==> src/rtl/irq_pin_pkg.sv <==
// Shared definitions for the interrupt pin controller: register addresses,
// control and status bit positions, and the decoded pin configuration.
package irq_pin_pkg;
    localparam int DATA_W        = 8;
    localparam int CTRL_MODE_BIT = 3;   // 0 latched, 1 pulse
    localparam int CTRL_POL_BIT  = 4;   // 0 active low, 1 active high
    localparam int CTRL_EN_BIT   = 5;   // pin gate
    localparam int STAT_PEND_BIT = 4;   // summary pending flag

    typedef enum logic [1:0] {
        ADDR_CTRL = 2'd0,
        ADDR_STAT = 2'd1,
        ADDR_SRC  = 2'd2,
        ADDR_REL  = 2'd3
    } reg_addr_e;

    typedef struct packed {
        logic en;
        logic pol;
        logic pulse;
    } pin_cfg_t;
endpackage

==> src/rtl/irq_src_flags.sv <==
// Sticky per-engine event flags. A clear request empties the register,
// but any strobe seen in the same cycle is kept.
// Assumes evt_i is synchronous to clk.
module irq_src_flags #(
    parameter int NUM_SRC = 4
) (
    input  logic               clk,
    input  logic               rst_n,
    input  logic [NUM_SRC-1:0] evt_i,
    input  logic               clr_i,
    output logic [NUM_SRC-1:0] src_o
);
    logic [NUM_SRC-1:0] src_q;

    // Capture strobes, clear on request, with the new events taking priority.
    always_ff @(posedge clk) begin
        if (!rst_n) src_q <= '0;
        else        src_q <= (clr_i ? '0 : src_q) | evt_i;
    end

    assign src_o = src_q;

    // every sampled strobe is visible in the flags one edge later
    p_capture_r2: assert property (@(posedge clk) disable iff (!rst_n)
        (|evt_i) |=> ((src_q & $past(evt_i)) == $past(evt_i)));

    // a clear with no new strobe leaves the flags empty
    p_clear_r5: assert property (@(posedge clk) disable iff (!rst_n)
        (clr_i && !(|evt_i)) |=> (src_q == '0));

    // a clear never drops a strobe that arrived in the same cycle
    p_keep_new_r6: assert property (@(posedge clk) disable iff (!rst_n)
        (clr_i && (|evt_i)) |=> (src_q == $past(evt_i)));
endmodule

==> src/rtl/irq_pulse_timer.sv <==
// Non-retriggerable pulse timer. When armed and idle, a trigger loads the
// down-counter with PULSE_CYC. busy_o is high while the count is non-zero.
// Assumes PULSE_CYC >= 1.
module irq_pulse_timer #(
    parameter int PULSE_CYC = 6250
) (
    input  logic clk,
    input  logic rst_n,
    input  logic arm_i,
    input  logic trig_i,
    output logic busy_o
);
    localparam int CW = $clog2(PULSE_CYC + 1);
    localparam logic [CW-1:0] RELOAD = CW'(PULSE_CYC);

    logic [CW-1:0] cnt_q;

    // Load on a trigger when idle, otherwise count down to zero.
    always_ff @(posedge clk) begin
        if (!rst_n)                              cnt_q <= '0;
        else if (cnt_q != '0)                    cnt_q <= cnt_q - 1'b1;
        else if (arm_i && trig_i)                cnt_q <= RELOAD;
    end

    assign busy_o = (cnt_q != '0);

    // a running pulse only counts down; a new trigger never restarts it
    p_no_restart_r7: assert property (@(posedge clk) disable iff (!rst_n)
        (cnt_q != '0) |=> (cnt_q == $past(cnt_q) - 1'b1));

    // an idle, armed trigger loads the full width
    p_full_load_r7: assert property (@(posedge clk) disable iff (!rst_n)
        (cnt_q == '0 && arm_i && trig_i) |=> (cnt_q == RELOAD));
endmodule

==> src/rtl/irq_pin_drive.sv <==
// Output stage: chooses the latched or pulse source, applies the gate and
// the polarity, and registers the pin. The reset value is high, which is
// the inactive level for the reset configuration (active low).
module irq_pin_drive
    import irq_pin_pkg::*;
(
    input  logic     clk,
    input  logic     rst_n,
    input  pin_cfg_t cfg_i,
    input  logic     pend_i,
    input  logic     busy_i,
    output logic     pin_o
);
    logic active;
    logic pin_q;

    // Select the assertion source for the current mode and apply the gate.
    always_comb begin
        active = cfg_i.en & (cfg_i.pulse ? busy_i : pend_i);
    end

    // Register the pin at the chosen polarity.
    always_ff @(posedge clk) begin
        if (!rst_n) pin_q <= 1'b1;
        else        pin_q <= cfg_i.pol ? active : ~active;
    end

    assign pin_o = pin_q;

    // a gated pin sits at the inactive level
    p_gated_idle_r9: assert property (@(posedge clk) disable iff (!rst_n)
        !cfg_i.en |=> (pin_q == !$past(cfg_i.pol)));

    // latched, enabled and pending means the pin is active next cycle
    p_latched_hold_r4: assert property (@(posedge clk) disable iff (!rst_n)
        (cfg_i.en && !cfg_i.pulse && pend_i) |=> (pin_q == $past(cfg_i.pol)));
endmodule

==> src/rtl/irq_pin_ctrl.sv <==
// Top of the interrupt pin controller. It holds the control register,
// decodes the register port, produces the release clear, and ties the
// flag register, pulse timer and pin stage together.
// Assumes NUM_SRC <= 8 and that evt_i is synchronous to clk.
module irq_pin_ctrl
    import irq_pin_pkg::*;
#(
    parameter int NUM_SRC  = 4,
    parameter int CLK_HZ   = 125_000_000,
    parameter int PULSE_US = 50
) (
    input  logic               clk,
    input  logic               rst_n,
    input  logic [NUM_SRC-1:0] evt_i,
    input  logic               wr_en_i,
    input  logic [1:0]         wr_addr_i,
    input  logic [7:0]         wr_data_i,
    input  logic               rd_en_i,
    input  logic [1:0]         rd_addr_i,
    output logic [7:0]         rd_data_o,
    output logic               irq_pin_o
);
    localparam longint PULSE_L   = (longint'(CLK_HZ) * longint'(PULSE_US)) / 64'd1_000_000;
    localparam int     PULSE_CYC = (PULSE_L < 1) ? 1 : int'(PULSE_L);

    pin_cfg_t           cfg_q;
    logic [NUM_SRC-1:0] src;
    logic               pend;
    logic               rel_clr;
    logic               busy;
    logic [DATA_W-1:0]  rd_next;
    logic [DATA_W-1:0]  rd_q;

    // Control register: only address 0 is writable.
    always_ff @(posedge clk) begin
        if (!rst_n) begin
            cfg_q <= '0;
        end else if (wr_en_i && reg_addr_e'(wr_addr_i) == ADDR_CTRL) begin
            cfg_q.pulse <= wr_data_i[CTRL_MODE_BIT];
            cfg_q.pol   <= wr_data_i[CTRL_POL_BIT];
            cfg_q.en    <= wr_data_i[CTRL_EN_BIT];
        end
    end

    // A read of the release address produces a one-cycle clear.
    always_comb begin
        rel_clr = rd_en_i && (reg_addr_e'(rd_addr_i) == ADDR_REL);
    end

    irq_src_flags #(.NUM_SRC(NUM_SRC)) u_flags (
        .clk   (clk),
        .rst_n (rst_n),
        .evt_i (evt_i),
        .clr_i (rel_clr),
        .src_o (src)
    );

    assign pend = |src;

    irq_pulse_timer #(.PULSE_CYC(PULSE_CYC)) u_timer (
        .clk    (clk),
        .rst_n  (rst_n),
        .arm_i  (cfg_q.pulse),
        .trig_i (|evt_i),
        .busy_o (busy)
    );

    irq_pin_drive u_drive (
        .clk    (clk),
        .rst_n  (rst_n),
        .cfg_i  (cfg_q),
        .pend_i (pend),
        .busy_i (busy),
        .pin_o  (irq_pin_o)
    );

    // Read multiplexer; the release address reads as zero.
    always_comb begin
        rd_next = '0;
        unique case (reg_addr_e'(rd_addr_i))
            ADDR_CTRL: begin
                rd_next[CTRL_MODE_BIT] = cfg_q.pulse;
                rd_next[CTRL_POL_BIT]  = cfg_q.pol;
                rd_next[CTRL_EN_BIT]   = cfg_q.en;
            end
            ADDR_STAT: rd_next[STAT_PEND_BIT] = pend;
            ADDR_SRC:  rd_next[NUM_SRC-1:0]   = src;
            ADDR_REL:  rd_next = '0;
        endcase
    end

    // Register read data on each accepted read.
    always_ff @(posedge clk) begin
        if (!rst_n)       rd_q <= '0;
        else if (rd_en_i) rd_q <= rd_next;
    end

    assign rd_data_o = rd_q;

    // read data changes only in answer to a read
    p_rd_stable_r10: assert property (@(posedge clk) disable iff (!rst_n)
        !rd_en_i |=> $stable(rd_q));

    // writes to other addresses leave the control register alone
    p_wr_other_r10: assert property (@(posedge clk) disable iff (!rst_n)
        (wr_en_i && wr_addr_i != 2'd0) |=> $stable(cfg_q));
endmodule

==> config.mk <==
export PLATFORM = sky130hd
export DESIGN_NAME = irq_pin_ctrl
export DESIGN_NICKNAME = d
export VERILOG_FILES = /design/src/rtl/irq_pin_pkg.sv /design/src/rtl/irq_src_flags.sv /design/src/rtl/irq_pulse_timer.sv /design/src/rtl/irq_pin_drive.sv /design/src/rtl/irq_pin_ctrl.sv
export SDC_FILE = /design/constraint.sdc
export NUM_CORES = 1
export LEC_CHECK = 0
export BUFFER_PORTS_ARGS = -buffer_cell sky130_fd_sc_hd__buf_2
export CAP_MARGIN = 20
export CORE_UTILIZATION = 53
export DETAILED_ROUTE_END_ITERATION = 12
export HOLD_SLACK_MARGIN = 0.05
export PLACE_DENSITY = 0.87
export SYNTH_ARGS = -nofsm -noshare
export SYNTH_HDL_FRONTEND = slang
export SYNTH_SLANG_ARGS = --single-unit
==> constraint.sdc <==
create_clock -name clk -period 3.4 [get_ports clk]
set_clock_uncertainty 0.05 [all_clocks]
set_input_delay 0.51 -clock clk [delete_from_list [all_inputs] [get_ports clk]]
set_output_delay 0.51 -clock clk [all_outputs]
set_load 0.02 [all_outputs]
==> flow_summary.json, run 1 <==
{
  "crit_chain": "or4_4 -> or4_4 -> or3_1 -> a211oi_2",
  "powerDensity_nw_per_um2": 755,
  "diodes": 0,
  "ys_types": 40,
  "nets": 183,
  "area_growth_syn_to_layout_pct": 10.2,
  "grt_max_degree": 18,
  "max_slew_margin": 0.628,
  "synthesis.area_sq_um": 1270,
  "dr.pass1.iters": 4,
  "io_buffers": 21,
  "cts_sinks": 27,
  "drc": 0,
  "ys_seq_area_frac": 0.426,
  "drive_gt1_frac": 0.169,
  "num_vias": 1074,
  "endpoint_kind": "flop",
  "crit_path_top_delay_cell": "or4_4",
  "grt_pass1_vias": 984,
  "cts_tree": "built",
  "dieArea_sq_um": 2590,
  "grt_pass1_wl_mm": 4.13,
  "crit_path_frequent_cell": "or4_4",
  "synth_edf_count": 0,
  "area.sequential_sq_um": 541,
  "start_util": 0.568,
  "ir_drop_mv": 0.605,
  "wire_per_inst_um": 13.1,
  "p_total_mw": 1.05,
  "required_ns": 3.60,
  "max_stage_delay_ns": 0.57,
  "rsz0062_at_grt": "no",
  "root_buffer": "clkbuf_4",
  "yosysMostFrequentCell": "dfxtp_1",
  "gr-total-overflow": 0,
  "postCtsSetupBuffers": 0,
  "holdBufCountCts": 0,
  "via_per_inst": 5.71,
  "crit_fanout": 5,
  "timing.final.crit_share": 0.622,
  "ys_top_cells_by_count": "27 x dfxtp_1, 13 x nor2_1, 10 x a21oi_1, 9 x mux2i_1, 7 x nand2b_1",
  "fillers": 187,
  "fin_ws_ns": 1.29,
  "dieWidth_um": 50.9,
  "dp_hpwl_mm": 1.90,
  "run_status": "finished, final reports clean",
  "yosysWarnings": 0,
  "criticalPathCategory": "flop to flop",
  "multiInputGateArea_sq_um": 674,
  "setup_violations": 0,
  "rows": 17,
  "finalHoldViolCount": 0,
  "cts.path.max_buffers": 2,
  "fmax_ghz": 0.473,
  "ant_nets": 0,
  "synthTopCellsByArea": "dfxtp_1 43%, mux2i_1 7.1%, a21oi_1 3.9%",
  "synth_top_area_frac": 0.426,
  "avgSynthCellArea_sq_um": 8.99,
  "ctsResizeCount": 0,
  "hold_class": "primary input to flop",
  "clock_latency_ns": 0.32,
  "cap_violations": 0,
  "cts_max_level": 1,
  "synth_top_cell_by_area": "dfxtp_1",
  "gp_congestion": 0.855,
  "min_period_ns": 2.11,
  "ys_seq_elements": 27,
  "ios": 29,
  "dieHeight_um": 50.9,
  "finalSetupTns_ns": 0,
  "postSynthCellCount": 141,
  "coreArea_sq_um": 2230,
  "drv_slew": 0,
  "p_leak_nw": 0.562,
  "drt_iter0_markers": 15,
  "antenna_found_initial": 0,
  "worstSetupStartpointType": "flop",
  "synthFlopType": "dfxtp_1",
  "finalWirelength_mm": 2.46,
  "synthArstFlopShare": 0,
  "tightest_slew_ns": 0.550,
  "grt_usage": 0.212,
  "clk_pin_slew_ns": 0.13,
  "crit_arrival_ns": 2.31,
  "cts-buffers-inserted": 3,
  "dpl_worst_slack_ns": 1.28
}
## routing by layer
metal | part of all wire | wire length, um | global-route usage | vias to the layer above
li1 | - | - | - | 550
met1 | 0.46 | 1140 | 0.244 | 501
met2 | 0.50 | 1220 | 0.375 | 21
met3 | 0.032 | 78 | 0.0565 | 2
met4 | 0.0069 | 17 | 0.0694 | 0
met5 | 0 | 0 | 0 | -
## worst paths after layout
kind                          from                to  slack [ns]  depth (start not counted)
setup / recovery  u_timer.cnt_q[0]  u_timer.cnt_q[7]        1.29                          4
hold / removal            evt_i[3]  u_flags.src_o[3]        0.36                          3
setup reg to reg  u_timer.cnt_q[0]  u_timer.cnt_q[7]        1.29                          4
hold reg to reg       rd_data_o[1]      rd_data_o[1]        0.42                          2
## sequential cells by signal, indices dropped and copies added, names as in the netlist
signal,count
u_drive.pin_o,1
u_flags.src_o,4
cfg_q,3
u_timer.cnt_q,13
rd_data_o,6
## worst max-delay path: cells and delay by family, from the launching register on
family	cells	cell delay, ns
and+or+nand+nor	3	1.40
DFF	1	0.37
AOI/OAI and AO/OA	1	0.22
## final cells by class
| type | instances | area share |
|---|---|---|
| clock buffers | 4 | 0.0188 |
| inverters | 4 | 0.0108 |
| multi-input cells | 104 | 0.483 |
| flip-flops and latches | 27 | 0.387 |
| well taps | 28 | 0.0251 |
| repair buffers | 21 | 0.0753 |
## kinds of logic (layout without fill, tap and decap cells)
kind of cell / Yosys count / in the layout / share of synthesized area
and+or+nand+nor: 61 / 61 / 0.275
AOI/OAI and AO/OA: 28 / 28 / 0.146
DFF: 27 / 27 / 0.426
buffers and inverters: 11 / 29 / 0.0444
muxes: 9 / 9 / 0.0711
adders and majority gates: 2 / 2 / 0.0197
xor gates and xnor gates: 2 / 2 / 0.0138
other: 1 / 2 / 0.00296
## where the power goes
part | total, mW | switching [mW] | internal (mW)
combinational | 0.440 | 0.231 | 0.209
clock | 0.134 | 0.0881 | 0.0459
sequential | 0.480 | 0.0886 | 0.391
## per-stage QoR
step	std cells	hold slack [ns]	utilization	area (sq um)
after floorplan	142	0.400	-	1270
after detailed placement	184	0.406	0.613	1370
after global routing	188	0.372	0.625	1400
after CTS	188	0.361	0.625	1400
after global placement	184	0.401	0.613	1370
final	188	0.363	0.625	1400
## placed cells by master (no fill, tap or decap), types with 3 or more instances in the layout
cell	n
nand2_1	4
nand2b_1	7
clkbuf_4	3
mux2i_1	9
or3_1	5
dfxtp_1	27
nor3_1	6
nor2_1	13
o21ai_0	4
nor3b_1	3
nor4_1	5
inv_1	3
buf_2	21
nand3_1	5
a21oi_1	10
Power figures use the tool's default switching activity.
==> inputs of run 2 (changes only) <==
Settings changed: CORE_UTILIZATION 53 to 52, PLACE_DENSITY 0.87 to 0.85.
Clock period 3.4 ns to 2.1 ns, I/O delays scaled along.
==> flow_summary.json, run 2 (synthesis gave the netlist of run 1 again) <==
{
  "ant_nets": 0,
  "grt_max_degree": 18,
  "drive_gt1_frac": 0.220,
  "dieWidth_um": 51.4,
  "fin_util": 0.642,
  "crit_buf_inv": 0,
  "timing.rr.end": "u_timer.cnt_q[7]",
  "postCtsSetupBuffers": 0,
  "coreArea_sq_um": 2250,
  "clk_pin_slew_ns": 0.14,
  "grt_pass1_wl_mm": 4.26,
  "cts.path.max_buffers": 2,
  "gp_congestion": 0.835,
  "largest_register": "u_timer.cnt_q",
  "cp-endpoint": "u_timer.cnt_q[7]",
  "powerDensity_nw_per_um2": 1260,
  "drc": 0,
  "cts_tree": "built",
  "fmax_ghz": 0.483,
  "crit_path_top_delay_cell": "or4_4",
  "dieHeight_um": 51.4,
  "finalInstanceArea_sq_um": 1450,
  "crit_chain": "or4_4 -> or4_4 -> or3_4 -> a211oi_2",
  "antenna_found_initial": 0,
  "cts_sinks": 27,
  "critical_path.top_delay_family": "simple AND/OR/NAND/NOR gates",
  "cp.depth": 4,
  "p_leak_nw": 0.585,
  "min_period_ns": 2.07,
  "io_buffers": 21,
  "nets": 187,
  "grt_pass1_vias": 1000,
  "final_common_cell": "dfxtp_1",
  "clock_latency_ns": 0.32,
  "num_vias": 1098,
  "dieArea_sq_um": 2640,
  "finalHoldViolCount": 0,
  "max_slew_margin": 0.631,
  "crit_fanout": 5,
  "timing.final.crit_share": 0.985,
  "area_growth_syn_to_layout_pct": 14.1,
  "criticalPathCategory": "flop to flop",
  "grt_usage": 0.217,
  "dp_hpwl_mm": 1.89,
  "gr-total-overflow": 0,
  "dr.pass1.iters": 4,
  "finalWirelength_mm": 2.51,
  "ir_drop_mv": 0.810,
  "rsz0062_at_grt": "yes",
  "drv_slew": 0,
  "p_total_mw": 1.82,
  "run_status": "finished, final reports clean",
  "setup_violations": 0,
  "rows": 17,
  "endpoint_kind": "flop",
  "via_per_inst": 5.72,
  "placed_cells": 188,
  "worstSetupStartpointType": "flop",
  "start_util": 0.562,
  "largest_reg_flops": 13,
  "diodes": 0,
  "root_buffer": "clkbuf_4",
  "finalSetupTns_ns": 0,
  "required_ns": 2.29,
  "wire_per_inst_um": 13.0,
  "holdCritStartpoint": "evt_i[0]",
  "setup.worst_path.start": "u_timer.cnt_q[0]",
  "drt_iter0_markers": 25,
  "cts_max_level": 1,
  "crit_path_frequent_cell": "or4_4",
  "place_area_sq_um": 1400,
  "max_stage_delay_ns": 0.53,
  "cap_violations": 0,
  "reg2regPathDepth": 4,
  "crit_arrival_ns": 2.26,
  "rrSetupSlack_ns": 0.03,
  "r2r_start": "u_timer.cnt_q[0]",
  "layout_common_cells": "25 x dfxtp_1, 21 x buf_2, 13 x nor2_1, 10 x a21oi_1, 9 x mux2i_1",
  "cts-buffers-inserted": 3,
  "fillers": 188,
  "ios": 29,
  "tightest_slew_ns": 0.548,
  "layout.cells.non_filler": 192,
  "hold_class": "primary input to flop"
}
## run 2: worst min-delay path: stages
cell,delay (ns)
buf_2,0.10
a21oi_1,0.04
nor2_1,0.07
## run 2: routing by layer
layer | global-route usage | vias up | routed length, um
li1 | - | 555 | -
met2 | 0.377 | 31 | 1260
met5 | 0 | - | 0
met1 | 0.255 | 506 | 1100
met3 | 0.0298 | 6 | 100
met4 | 0.117 | 0 | 42
## run 2: per-stage QoR
stage          hold WS [ns]  worst slack, ns
2_1_floorplan         0.382            0.106
3_3_place_gp          0.401           0.0833
3_5_place_dp          0.406           0.0492
4_1_cts               0.162           0.0186
5_1_grt               0.166          -0.0154
6_report              0.165           0.0314
## run 2: repair_timing
action / in CTS / in global routing
hold buffers: 0 / 0
endpoints found under the setup margin: 0 / 3
resized for setup: 0 / 5
## run 2: how the worst min path moves through the flow
stage,endpoint,depth (start not counted)
floorplan,u_flags.src_o[0],2
global placement,rd_data_o[2],2
detailed placement,rd_data_o[2],2
CTS,u_flags.src_o[0],3
global route,u_flags.src_o[1],3
finish,u_flags.src_o[0],3
## run 2: area by class of cell
cell class | count | area, sq um | area share
tap | 28 | 35.0 | 0.0242
clock buffer | 4 | 26.3 | 0.0182
sequential | 27 | 543 | 0.375
inverter | 4 | 15.0 | 0.0104
timing repair buffer | 25 | 135 | 0.0934
multi-input combinational | 104 | 692 | 0.478
## run 2: power breakdown
group          internal, mW  switching (mW)  total [mW]
clock network        0.0744           0.147       0.222
registers             0.637           0.144       0.781
logic                 0.405           0.412       0.817
